--- config.mk ---
export PLATFORM = sky130hd
export DESIGN_NAME = shadow_scrub
export DESIGN_NICKNAME = d
export VERILOG_FILES = /design/src/rtl/shadow_scrub.sv
export SDC_FILE = /design/constraint.sdc
export NUM_CORES = 1
export LEC_CHECK = 0
export CORE_ASPECT_RATIO = 1.5
export CORE_MARGIN = 4
export CORE_UTILIZATION = 57
export CTS_CLUSTER_SIZE = 30
export DETAILED_ROUTE_END_ITERATION = 6
export GPL_ROUTABILITY_DRIVEN = 1
export PLACE_DENSITY = 0.81
export REMOVE_ABC_BUFFERS = 1
export SYNTH_ARGS = -nofsm -noshare
export SYNTH_HDL_FRONTEND = slang
export SYNTH_SLANG_ARGS = --single-unit
--- constraint.sdc ---
create_clock -name clk -period 3.3 [get_ports clk]
set_clock_uncertainty 0.2 [all_clocks]
set_input_delay 0.33 -clock clk [delete_from_list [all_inputs] [get_ports clk]]
set_output_delay 0.33 -clock clk [all_outputs]
set_load 0.05 [all_outputs]
--- src/rtl/shadow_scrub.sv ---
module shadow_scrub #(
  parameter int N   = 8,
  parameter int DW  = 8,
  parameter int CW  = 16,
  parameter int TMO = 64
) (
  input  logic          clk,
  input  logic          rst_n,
  input  logic          host_wr,
  input  logic [$clog2(N)-1:0] host_idx,
  input  logic [DW-1:0] host_data,
  input  logic          host_clr,
  input  logic [N-1:0]  host_clr_mask,
  input  logic [CW-1:0] scan_interval,
  output logic          bus_req,
  output logic          bus_we,
  output logic [$clog2(N)-1:0] bus_idx,
  output logic [DW-1:0] bus_wdata,
  input  logic          bus_ack,
  input  logic          bus_err,
  input  logic [DW-1:0] bus_rdata,
  output logic [N-1:0]  mis_flags,
  output logic [N-1:0]  com_flags,
  output logic [7:0]    summary
);
  localparam int IW = $clog2(N);
  localparam int TW = $clog2(TMO);

  typedef enum logic [1:0] {IDLE, WR, RD} st_t;
  st_t st;

  logic [DW-1:0] shadow [N];
  logic [N-1:0]  vld, pend, pend_n, wr_bit, cur_bit, mis_set, com_set, clr;
  logic [IW-1:0] cur, widx;
  logic [CW-1:0] icnt;
  logic [TW-1:0] tmo;
  logic          scanning, disc;
  logic          busy, done, fail, rd_done, hit, drop, bad;
  logic          go_wr, go_rd, skip, adv, start, last;

  always_comb begin
    widx = '0;
    for (int i = N - 1; i >= 0; i--)
      if (pend[i]) widx = IW'(i);
  end

  assign busy    = st != IDLE;
  assign done    = busy && (bus_ack || bus_err || tmo == TW'(TMO - 1));
  assign fail    = bus_err || !bus_ack;
  assign rd_done = done && st == RD;
  assign hit     = host_wr && host_idx == cur;
  assign drop    = disc || hit;
  assign bad     = rd_done && !fail && !drop && bus_rdata != shadow[cur];

  assign go_wr = !busy && |pend;
  assign go_rd = !busy && !(|pend) && scanning && vld[cur];
  assign skip  = !busy && !(|pend) && scanning && !vld[cur];
  assign adv   = skip || rd_done;
  assign last  = cur == IW'(N - 1);
  assign start = !scanning && icnt >= scan_interval;

  assign wr_bit  = host_wr ? N'(1) << host_idx : '0;
  assign cur_bit = N'(1) << cur;
  assign mis_set = bad ? cur_bit : '0;
  assign com_set = (done && fail && !(st == RD && drop)) ? N'(1) << bus_idx : '0;
  assign clr     = host_clr ? host_clr_mask : '0;
  assign pend_n  = (pend & ~(go_wr ? N'(1) << widx : '0)) | wr_bit | mis_set;
  assign bus_req = busy;

  always_ff @(posedge clk or negedge rst_n) begin
    if (!rst_n) begin
      st <= IDLE;
      vld <= '0;
      pend <= '0;
      cur <= '0;
      icnt <= '0;
      tmo <= '0;
      scanning <= 1'b0;
      disc <= 1'b0;
      bus_we <= 1'b0;
      bus_idx <= '0;
      bus_wdata <= '0;
      mis_flags <= '0;
      com_flags <= '0;
      summary <= '0;
      for (int i = 0; i < N; i++) shadow[i] <= '0;
    end else begin
      if (host_wr) shadow[host_idx] <= host_data;
      vld  <= vld | wr_bit;
      pend <= pend_n;
      mis_flags <= (mis_flags & ~clr) | mis_set;
      com_flags <= (com_flags & ~clr) | com_set;
      summary <= {6'b0, |com_flags, |mis_flags};

      if (start) icnt <= '0;
      else if (!(&icnt)) icnt <= icnt + 1'b1;

      if (start) begin
        scanning <= 1'b1;
        cur <= '0;
      end else if (adv) begin
        if (last) scanning <= 1'b0;
        cur <= cur + 1'b1;
      end

      tmo <= (busy && !done) ? tmo + 1'b1 : '0;

      if (go_rd) disc <= hit;
      else if (st == RD) disc <= disc || hit;

      case (st)
        IDLE: begin
          if (go_wr) begin
            st <= WR;
            bus_we <= 1'b1;
            bus_idx <= widx;
            bus_wdata <= shadow[widx];
          end else if (go_rd) begin
            st <= RD;
            bus_we <= 1'b0;
            bus_idx <= cur;
          end
        end
        default: if (done) st <= IDLE;
      endcase
    end
  end
endmodule

==> run metrics <==
distinct cell type count after synthesis 57; RSZ-0062 raised after global routing no; share of layout cells above drive strength 1 0.167; # setup viols final 0; Critical Path End Type primary output; Area Growth Syn to Fin 21.8%; routed wire length ~19000 µm; routability cong. ~0.93; Mapped Cells roughly 670; Max-slew headroom 0.449; WHS Path Cells 1; Worst R2R End pend[4]$_DFF_PN0_; PwrDens 895 nW/µm²; min cycle time layout approximately 3 ns; vias in the first global route slightly above 6k; min-delay worst type reg2reg; crit path max-delay cell type clkdlybuf4s50_1; Wirelength per Cell around 21 µm; Final #Nets approximately 840; cell taking the most area after synthesis dfrtp_1; Worst VDD drop just under 0.6 mV; reg2reg path depth 6; most frequent cells after synthesis dfrtp_1 (139), nand2_1 (66), mux2_2 (60); maximum clock frequency around 330 MHz; Post-synth EDFFs 0; P_leak 4.02 nW; die height 147 µm; DRT Pass-1 Iters 5; FF-to-FF setup slack between 0.3 and 0.4 ns; final worst-path cycle share 0.905; Max Cap Viol 0; detailed placement HPWL roughly 13000 µm; Placed Instances 901; Netlist Area Pre-Place approximately 7400 µm²; Clk Tree Root Cell clkbuf_16; Yosys reg bits about 140; WP data arrival approximately 2.5 ns; ys async rst share 1.00; PostCTS Resize Cnt 0; crit path kind reg2out; Worst-path clk slew ~0.060 ns; Port Buffers 79; Worst Path Max Fanout 8; status finished, final reports clean; Initial Utilization 0.585; HP Start vld[7]$_DFF_PN0_; row cnt 50; DR vias ~5.9k; top-area cell type share of the netlist area 0.473; setup bufs post-CTS 0; first-pass GRT wire length 31200 µm; largest net degree at the start of global routing 78; H-tree depth 4; total CTS buffers 17; Hold Path End vld[7]$_DFF_PN0_; ant diodes 0; Worst Tran Pin Value ~0.83 ns; Final Max Tran Viols 0; CTS tree yes; critical path cell sequence nor2_1 -> clkinv_1 -> clkdlybuf4s50_1; Total Routing Usage GR 0.269; final hold vios 0; Die W 101 µm; total negative slack 0 ns; worst skew pair latency approximately 0.42 ns; Sink Count about 140; final core occ 0.713; CP startpoint kind flop; most frequent cell after synthesis dfrtp_1; Final Cell Area around 9000 µm²; critical path required time 2.77 ns; Syn Area/Cell about 11 µm²; DRT iter0 DRCs 358; drt drc 0; largest cells by area after synthesis dfrtp_1 (47%), mux2_2 (9.2%), ha_1 (4.1%), mux2i_1 (3.9%), nand2_1 (3.4%); initial antenna violation count 0; die area 14800 µm²; YS warnings 0; Post-synth top flop dfrtp_1; CORE AREA 12600 µm²; sequential fraction of the synthesis area 0.473; gr ovfl total 0; DP Area between 8000 and 9000 µm²; final hold slack between 0.2 and 0.3 ns; max incr delay on CP just over 0.8 ns; Max Buffers Root-to-Sink 2; Finished Layout Cells about 930; Vias/cell 6.30; worst r2r src cur[0]$_DFFE_PN0P_; I/O Pins 86; Routed Antenna Nets 0
==> metal layers <==
metal  global-route usage  up-vias  wire length (µm)
met3               0.0518       66              1240
met2                0.473      281             10100
met4                0.115        0               668
met5                    0        -                 0
li1                     -     2605                 -
met1                0.314     2936              7130
==> logic make-up (layout without fill, tap and decap cells) <==
group | Yosys count | in the layout | synth area share
compound gates | 122 | 122 | 0.107
xor+xnor | 30 | 30 | 0.0357
buf+inv | 59 | 158 | 0.0385
other cells | 1 | 6 | 0.000510
fa+ha+maj | 24 | 24 | 0.0408
flops | 139 | 139 | 0.473
simple gates | 196 | 196 | 0.130
mux | 103 | 103 | 0.174
==> final cells by class <==
cell class / instances / area, µm²
Clock buffer: 19 / 443
Clock inverter: 13 / 141
Fill cell: 862 / 3610
Inverter: 26 / 97.6
Multi-Input combinational cell: 481 / 3610
Sequential cell: 139 / 3480
Tap cell: 156 / 195
Timing Repair Buffer: 100 / 990
==> worst max-delay path: cells and delay by family, from the launching register on <==
kind | cells | cell delay [ns]
buf+inv | 2 | 1.21
flops | 1 | 0.46
simple gates | 1 | 0.37
==> report_power, final <==
part,internal (mW),switching [mW]
Clock,1.14,0.739
Sequential,2.17,0.501
Combinational,1.46,2.02
==> worst max-delay path by stage <==
stage	startpoint	to	slack [ns]	cells after the start
global placement	scan_interval[0]	cur[2]$_DFFE_PN0P_	0.40	9
finish	st[0]$_DFFE_PN0P_	bus_req	0.31	3
CTS	st[0]$_DFFE_PN0P_	bus_req	0.33	3
floorplan	cur[2]$_DFFE_PN0P_	pend[6]$_DFF_PN0_	0.38	7
global route	cur[0]$_DFFE_PN0P_	pend[6]$_DFF_PN0_	0.19	6
detailed placement	scan_interval[0]	cur[2]$_DFFE_PN0P_	0.36	9
==> state kept, by name, summed over array words and instances (netlist names) <==
signal,count
shadow,64
icnt,16
bus_wdata,8
com_flags,8
mis_flags,8
pend,8
vld,8
tmo,6
bus_idx,3
cur,3
st,2
summary,2
bus_we,1
disc,1
scanning,1
==> placed cells by master (no fill, tap or decap), types with 4 or more instances in the layout <==
master and n:
nand4b_1 4, dfrtp_1 139, o31ai_1 4, a21o_1 13
buf_4 17, inv_1 23, nand3_1 8, mux4_2 7
o22ai_1 10, a211oi_1 4, nor2b_1 4, mux2_2 60
nand4_1 11, nor3_1 15, xor2_1 16, ha_1 24
clkdlybuf4s50_1 78, and3_1 4, or2_2 5, nor4_1 5
a22o_1 6, mux4_1 5, a21oi_1 34, xnor2_1 14
nand2b_1 12, clkbuf_16 17, conb_1 6, nor2_1 48
o21ai_0 30, nand2_1 66, mux2i_1 29
==> what timing repair did <==
| action | CTS | global route |
|---|---|---|
| endpoints found under the hold margin | 75 | 0 |
| setup endpoints to repair | 0 | 0 |
| hold buffers | 1 | 0 |
==> metrics by stage <==
step                      total power [mW]  setup WS (ns)
after floorplan                       4.88          0.383
after global placement                5.95          0.395
after detailed placement              6.08          0.357
after CTS                             8.02          0.328
after global routing                  8.46          0.189
final                                 8.02          0.314
(Power assumes the default switching activity.)
